[src/rtl/lvl_mon_pkg.sv]
package lvl_mon_pkg;

  typedef enum logic [1:0] {
    K_PEAK = 2'd0,
    K_MEAN = 2'd1,
    K_THR  = 2'd2
  } stat_kind_t;

  // The high bit alone selects counting; the low bit only matters when it is clear.
  function automatic stat_kind_t decode_mode(input logic [1:0] m);
    if (m[1]) return K_THR;
    if (m[0]) return K_MEAN;
    return K_PEAK;
  endfunction

endpackage

[src/rtl/lvl_mon_timer.sv]
module lvl_mon_timer
  import lvl_mon_pkg::*;
#(
  parameter int PERIOD_W = 24
) (
  input  logic                clk,
  input  logic                rst_n,
  input  logic                en,
  input  stat_kind_t          kind,
  input  logic [PERIOD_W-1:0] period,
  output logic                run_q,
  output logic [PERIOD_W-1:0] cnt_q,
  output logic                restart,
  output logic                win_end
);

  localparam logic [PERIOD_W-1:0] ONE = PERIOD_W'(1);

  stat_kind_t          kind_q;
  logic [PERIOD_W-1:0] ld_val;

  function automatic logic [PERIOD_W-1:0] reload_val(input logic [PERIOD_W-1:0] p);
    return (p == '0) ? ONE : p;
  endfunction

  assign ld_val  = reload_val(period);
  assign restart = en && (!run_q || (kind != kind_q));
  assign win_end = en && run_q && (kind == kind_q) && (cnt_q == ONE);

  always_ff @(posedge clk or negedge rst_n) begin
    if (!rst_n) begin
      run_q  <= 1'b0;
      cnt_q  <= '0;
      kind_q <= K_PEAK;
    end else begin
      kind_q <= kind;
      if (!en) begin
        run_q <= 1'b0;
        cnt_q <= '0;
      end else if (restart || win_end) begin
        run_q <= 1'b1;
        cnt_q <= ld_val;
      end else begin
        cnt_q <= cnt_q - ONE;
      end
    end
  end

endmodule

[src/rtl/lvl_mon_accum.sv]
module lvl_mon_accum
  import lvl_mon_pkg::*;
#(
  parameter int MAG_W     = 10,
  parameter int THR_W     = 10,
  parameter int PWR_W     = 15,
  parameter int PWR_SHIFT = 9,
  parameter int ACC_W     = 24
) (
  input  logic             clk,
  input  logic             rst_n,
  input  logic             en,
  input  logic             restart,
  input  logic             win_end,
  input  stat_kind_t       kind,
  input  logic             smp_vld,
  input  logic [MAG_W-1:0] smp_mag,
  input  logic [PWR_W-1:0] smp_pwr,
  input  logic [THR_W-1:0] thresh,
  output logic [ACC_W-1:0] work_q
);

  localparam int CMP_W = (MAG_W > THR_W) ? MAG_W : THR_W;

  logic [ACC_W-1:0] work_d;
  logic [ACC_W-1:0] mag_ext;
  logic [ACC_W-1:0] pwr_part;
  logic             above_thr;

  function automatic logic [ACC_W-1:0] sat_add(input logic [ACC_W-1:0] a,
                                               input logic [ACC_W-1:0] b);
    logic [ACC_W:0] s;
    s = {1'b0, a} + {1'b0, b};
    return s[ACC_W] ? {ACC_W{1'b1}} : s[ACC_W-1:0];
  endfunction

  function automatic logic [ACC_W-1:0] power_part(input logic [PWR_W-1:0] p);
    return ACC_W'(p >> PWR_SHIFT);
  endfunction

  assign mag_ext   = ACC_W'(smp_mag);
  assign pwr_part  = power_part(smp_pwr);
  assign above_thr = CMP_W'(smp_mag) > CMP_W'(thresh);

  always_comb begin
    work_d = work_q;
    if (!en || restart) begin
      work_d = '0;
    end else if (win_end) begin
      unique case (kind)
        K_PEAK:  work_d = smp_vld ? mag_ext : '0;
        K_MEAN:  work_d = smp_vld ? pwr_part : '0;
        default: work_d = '0;
      endcase
    end else if (smp_vld) begin
      unique case (kind)
        K_PEAK:  if (mag_ext > work_q) work_d = mag_ext;
        K_MEAN:  work_d = sat_add(work_q, pwr_part);
        default: if (above_thr) work_d = sat_add(work_q, ACC_W'(1));
      endcase
    end
  end

  always_ff @(posedge clk or negedge rst_n) begin
    if (!rst_n) work_q <= '0;
    else        work_q <= work_d;
  end

endmodule

[src/rtl/lvl_mon_report.sv]
module lvl_mon_report
  import lvl_mon_pkg::*;
#(
  parameter int EXP_W  = 4,
  parameter int MANT_W = 20,
  parameter int ACC_W  = EXP_W + MANT_W
) (
  input  logic             clk,
  input  logic             rst_n,
  input  logic             win_end,
  input  stat_kind_t       kind,
  input  logic [ACC_W-1:0] work_q,
  input  logic             irq_en,
  input  logic             sts_clr,
  output logic [ACC_W-1:0] hold_q,
  output logic             irq,
  output logic             sts
);

  localparam int EXP_MAX = (1 << EXP_W) - 1;

  logic fire;

  // Normalise: shift left by the leading-zero count, capped at EXP_MAX.
  function automatic logic [ACC_W-1:0] pack_float(input logic [ACC_W-1:0] v);
    int               lz;
    int               e;
    logic [ACC_W-1:0] sh;
    lz = ACC_W;
    for (int i = 0; i < ACC_W; i++) begin
      if (v[i]) lz = ACC_W - 1 - i;
    end
    e  = (lz > EXP_MAX) ? EXP_MAX : lz;
    sh = v << e;
    return {EXP_W'(e), sh[ACC_W-1 -: MANT_W]};
  endfunction

  assign fire = win_end && irq_en;

  always_ff @(posedge clk or negedge rst_n) begin
    if (!rst_n) begin
      hold_q <= '0;
      irq    <= 1'b0;
      sts    <= 1'b0;
    end else begin
      if (win_end) hold_q <= (kind == K_MEAN) ? pack_float(work_q) : work_q;
      irq <= fire;
      if (fire)         sts <= 1'b1;
      else if (sts_clr) sts <= 1'b0;
    end
  end

endmodule

[src/rtl/lvl_mon.sv]
module lvl_mon
  import lvl_mon_pkg::*;
#(
  parameter int PERIOD_W  = 24,
  parameter int MAG_W     = 10,
  parameter int THR_W     = 10,
  parameter int PWR_W     = 15,
  parameter int PWR_SHIFT = 9,
  parameter int EXP_W     = 4,
  parameter int MANT_W    = 20
) (
  input  logic                    clk,
  input  logic                    rst_n,
  input  logic                    en,
  input  logic [1:0]              mode,
  input  logic [PERIOD_W-1:0]     period,
  input  logic [THR_W-1:0]        thresh,
  input  logic                    irq_en,
  input  logic                    smp_vld,
  input  logic [MAG_W-1:0]        smp_mag,
  input  logic [PWR_W-1:0]        smp_pwr,
  input  logic                    sts_clr,
  output logic [EXP_W+MANT_W-1:0] hold_q,
  output logic                    irq,
  output logic                    sts
);

  localparam int ACC_W = EXP_W + MANT_W;

  stat_kind_t          kind;
  logic                tmr_run;
  logic [PERIOD_W-1:0] cnt_q;
  logic                restart;
  logic                win_end;
  logic [ACC_W-1:0]    work_q;

  assign kind = decode_mode(mode);

  lvl_mon_timer #(.PERIOD_W(PERIOD_W)) u_timer (
    .clk     (clk),
    .rst_n   (rst_n),
    .en      (en),
    .kind    (kind),
    .period  (period),
    .run_q   (tmr_run),
    .cnt_q   (cnt_q),
    .restart (restart),
    .win_end (win_end)
  );

  lvl_mon_accum #(
    .MAG_W     (MAG_W),
    .THR_W     (THR_W),
    .PWR_W     (PWR_W),
    .PWR_SHIFT (PWR_SHIFT),
    .ACC_W     (ACC_W)
  ) u_accum (
    .clk     (clk),
    .rst_n   (rst_n),
    .en      (en),
    .restart (restart),
    .win_end (win_end),
    .kind    (kind),
    .smp_vld (smp_vld),
    .smp_mag (smp_mag),
    .smp_pwr (smp_pwr),
    .thresh  (thresh),
    .work_q  (work_q)
  );

  lvl_mon_report #(
    .EXP_W  (EXP_W),
    .MANT_W (MANT_W),
    .ACC_W  (ACC_W)
  ) u_report (
    .clk     (clk),
    .rst_n   (rst_n),
    .win_end (win_end),
    .kind    (kind),
    .work_q  (work_q),
    .irq_en  (irq_en),
    .sts_clr (sts_clr),
    .hold_q  (hold_q),
    .irq     (irq),
    .sts     (sts)
  );

endmodule

[config.mk]
export PLATFORM = sky130hd
export DESIGN_NAME = lvl_mon
export DESIGN_NICKNAME = d
export VERILOG_FILES = /design/src/rtl/lvl_mon_pkg.sv /design/src/rtl/lvl_mon_timer.sv /design/src/rtl/lvl_mon_accum.sv /design/src/rtl/lvl_mon_report.sv /design/src/rtl/lvl_mon.sv
export SDC_FILE = /design/constraint.sdc
export NUM_CORES = 1
export LEC_CHECK = 0
export CAP_MARGIN = 30
export CORE_ASPECT_RATIO = 1.75
export CORE_MARGIN = 3
export CORE_UTILIZATION = 60
export DETAILED_ROUTE_END_ITERATION = 12
export DONT_BUFFER_PORTS = 1
export PLACE_DENSITY = 0.84
export SLEW_MARGIN = 0
export SYNTH_ARGS = -nofsm -noshare
export SYNTH_HDL_FRONTEND = slang
export SYNTH_HIERARCHICAL = 1
export SYNTH_SLANG_ARGS = --single-unit
[constraint.sdc]
create_clock -name clk -period 3.3 [get_ports clk]
set_input_delay 0.165 -clock clk [delete_from_list [all_inputs] [get_ports clk]]
set_output_delay 0.165 -clock clk [all_outputs]
set_load 0.03 [all_outputs]
==> results summary <==
The total of buffers placed on input and output ports came out at 0. Dividing the final minimum period by the clock period gives 94.35%. The clock skew after layout is 0.01136 ns. The number of global-route vias before repair is 7851. The CTS root buffer is sky130_fd_sc_hd__clkbuf_16. The post-route setup TNS came out at 0 ns.

Relative to the synthesized area, the layout overhead comes to 9.601%. Cells with a size suffix above 1 make up 16.04% of the layout. The post-route minimum period is 3.114 ns. Setup violations remaining at the end of the flow were counted as 0. The total standard cell area after synthesis came out at 0.007585 mm². CTS saw 77 sinks. The detailed-routing iteration count for the pre-antenna-repair pass came out at 5. Walking the worst path, the cells encountered are or4_4 -> nor4_2 -> nand3_1 -> nor2_4 -> or3b_2 -> nor2_1 -> and2_1 -> o21ai_2 -> buf_4 -> nor2b_1 -> a221o_1. The maximum fanout count along the critical path came out at 9. The starting utilization of the core area came out at 62.16%. The synthesized area divided by synthesized cell count is 8.372 µm². The count of nets left with antenna violations after detail routing came out at 0. The antenna cell count is 0.

After synthesis, the cell types taking the most area are sky130_fd_sc_hd__dfrtp_1 (25%), sky130_fd_sc_hd__nor2_1 (5.3%), sky130_fd_sc_hd__ha_1 (4.8%), sky130_fd_sc_hd__a21oi_1 (4.2%), sky130_fd_sc_hd__a211oi_2 (3.5%). The most used flip-flop cell after synthesis is sky130_fd_sc_hd__dfrtp_1. The placer's final routability congestion estimate is 1.009. The core box area came out at 0.01220 mm². The share of synthesized registers carrying an async set or reset came out at 100.0%. In this run the worst hold path is classified as input port to register.

The flow ran to the end, and the final reports show no timing, DRC or antenna violations. The global-route usage over all layers is 33.65%. The count of H-tree levels built during CTS came out at 3. The max-slew violation total from the final report came to 0.

The number of placed I/O pins is 93. Setup repair after global routing left no endpoint under its margin. Clock latency on the worst-skew pair, taken at its later pin, is 0.34 ns.

The total setup buffers inserted after CTS is 0. The number of nets in the synthesized netlist is 1003. The warning count from the yosys run is 6.

The vertical die dimension is 154.7 µm. The instance count of the mapped netlist is 906. The worst-case headroom to the max-slew limit came out at 52.36%. The number of filler instances in the final layout came out at 1011.

The net count reported at finish is 1021. The most instantiated library cell after synthesis is sky130_fd_sc_hd__nor2_1. OpenSTA, run right after detailed placement, puts the worst setup slack at 0.2801 ns. For this run, the top clock speed supported by timing is 0.3212 GHz. The critical path is of the register to register type. The area of the multi-input gates came out at 0.005196 mm². The die is 90.99 µm wide.

In this run, synthesis produced a sequential element count of 77. The wire length of the first global-routing pass came out at 38.41 mm. The routed length per placed instance came out at 21.53 µm. The area fraction of the dominant cell type after synthesis is 25.40%.

The kind of capture point of the worst setup path is a register. The data required time at the worst endpoint came out at 3.51 ns. The count of cell types in the netlist is 103. The total half-perimeter wirelength after legalization and detailed placement came out at 17.33 mm.

Counting flops with a built-in enable in the synthesized netlist gives 0. The total clock buffers created by CTS came out at 9. The total routed wirelength came out at 23.55 mm. The leakage power of the design is 3.321 nW. The sequential fraction of the synthesis area came out at 25.40%. The sequential cell area came out at 0.001927 mm². The delay contributed by the slowest stage of the critical path came out at 0.61 ns.

The transition at the pin with the smallest max-transition slack is 0.7145 ns. STA puts the critical path data arrival time at 3.32 ns. The cell row count is 53.

sky130_fd_sc_hd__dfrtp_1 takes more of the synthesized area than any other cell. Counting both buffers and inverters, the worst setup path holds a total of 1. VDD sags by at most 0.3204 mV. The area of the die came out at 0.01408 mm². For this design the ratio of total power to cell area is 359.8 mW/mm². The worst-case clock buffer depth is 2. The initial antenna violation count came out at 0. The overflow left after global routing is 0. The via count is 7694. The maximum number of pins on one net before global-route repair is 78.

TritonCTS built the clock tree. The count of routing violations after the opening detailed-route iteration is 641. The post-detailed-route via-to-cell ratio is 7.033. In this design, the largest share of critical-path delay is due to simple AND/OR/NAND/NOR gates.

Across the run, the number of max-cap violations was 0. For this design, the slowest cell found on the critical path is sky130_fd_sc_hd__or4_4. The final critical-path setup slack is 0.1863 ns. By count the netlist is led by sky130_fd_sc_hd__nor2_1 (108), sky130_fd_sc_hd__dfrtp_1 (77), sky130_fd_sc_hd__a21oi_1 (63). The clock-pin slew of the registers on the worst-case setup and hold paths is 0.06 ns. The type of origin of the critical path is a register. The final number of hold-violating endpoints was 0. After detailed routing, the number of remaining DRC violations is 0.
==> cells in the final DEF (no fill, tap or decap), types with 6 or more instances in the layout <==
cell type,instances
sky130_fd_sc_hd__a22oi_1,12
sky130_fd_sc_hd__xnor2_1,27
sky130_fd_sc_hd__a31oi_1,19
sky130_fd_sc_hd__dfrtp_1,77
sky130_fd_sc_hd__a21o_1,9
sky130_fd_sc_hd__nand3_1,28
sky130_fd_sc_hd__a211oi_2,21
sky130_fd_sc_hd__ha_1,29
sky130_fd_sc_hd__nor3_1,25
sky130_fd_sc_hd__xor2_1,13
sky130_fd_sc_hd__dlygate4sd3_1,7
sky130_fd_sc_hd__nand2b_1,10
sky130_fd_sc_hd__and4_1,7
sky130_fd_sc_hd__clkbuf_16,9
sky130_fd_sc_hd__nand2_1,52
sky130_fd_sc_hd__o31ai_1,7
sky130_fd_sc_hd__o21ai_1,6
sky130_fd_sc_hd__nand4_1,13
sky130_fd_sc_hd__mux2i_1,17
sky130_fd_sc_hd__nor2_1,107
sky130_fd_sc_hd__or3_1,7
sky130_fd_sc_hd__o22ai_1,11
sky130_fd_sc_hd__nor4_1,15
sky130_fd_sc_hd__inv_1,41
sky130_fd_sc_hd__buf_4,52
sky130_fd_sc_hd__o211ai_1,8
sky130_fd_sc_hd__and3_1,7
sky130_fd_sc_hd__a21oi_1,63
sky130_fd_sc_hd__o21a_1,9
sky130_fd_sc_hd__o21ai_0,51
sky130_fd_sc_hd__a211oi_1,22
sky130_fd_sc_hd__nor2b_1,6
==> path summary, 6_finish.rpt <==
kind                                       start                  to  slack (ns)  cells after the start
worst max-delay path            u_timer/cnt_q[6]   u_accum/work_q[9]        0.19                     11
worst min-delay path                   period[1]    u_timer/cnt_q[1]        0.01                      2
worst max register to register  u_timer/cnt_q[6]   u_accum/work_q[9]        0.19                     11
worst min register to register  u_timer/cnt_q[0]    u_timer/cnt_q[0]        0.58                      1
max in group asynchronous                  rst_n  u_accum/work_q[20]        2.60                      2
min in group asynchronous                  rst_n   u_timer/cnt_q[12]        0.37                      2
==> report_power, final <==
part	internal, mW	switching (mW)
combinational	0.364	0.554
sequential	0.984	0.0780
clock	0.608	0.403
total	1.96	1.03
==> layout make-up <==
class / instances / area share (%)
Timing Repair Buffer: 62 / 6.352
Inverter: 41 / 1.851
Tap cell: 165 / 2.483
Clock inverter: 5 / 0.7074
Clock buffer: 11 / 2.920
Multi-Input combinational cell: 733 / 62.51
Sequential cell: 77 / 23.18
==> flip-flops by register name, summed over array words and instances, names as in the netlist <==
name	count
u_accum/work_q	24
u_report/hold_q	24
u_report/irq	1
u_report/sts	1
u_timer/cnt_q	24
u_timer/kind_q	2
u_timer/run_q	1
==> layer usage <==
metal  vias up  GRT usage (%)  routed length [µm]
li1       3461              -                   -
met1      3620          34.71                8088
met2       452          60.01               12130
met3       161          6.229                1590
met4         0          24.46                1749
met5         -              0                   0
==> cell families after synthesis <==
| group | after synthesis | synth area share (%) |
|---|---|---|
| compound gates | 306 | 29.69 |
| xor+xnor | 40 | 4.619 |
| fa+ha+maj | 30 | 5.048 |
| buf+inv | 96 | 6.384 |
| flops | 77 | 25.40 |
| mux | 25 | 3.876 |
| simple gates | 332 | 24.98 |
==> stage by stage <==
| stage | area, µm² | utilization, % | power, mW | hold WS (ns) | cells |
|---|---|---|---|---|---|
| after global routing | 8313 | 68.13 | 3.123 | 0.004204 | 1094 |
| final | 8313 | 68.13 | 2.991 | 0.01416 | 1094 |
| after global placement | 7914 | 64.86 | 1.918 | -0.1287 | 1070 |
| after CTS | 8313 | 68.13 | 2.972 | 0.001954 | 1094 |
| after detailed placement | 7914 | 64.86 | 1.936 | -0.1285 | 1070 |
| after floorplan | 7585 | - | 1.737 | -0.1306 | 906 |
==> repair_timing <==
action                    CTS  global route
gates resized for setup     0             0
hold endpoints to repair   85             0
hold buffers                8             0
No activity file was read; power rests on OpenSTA's default activity.
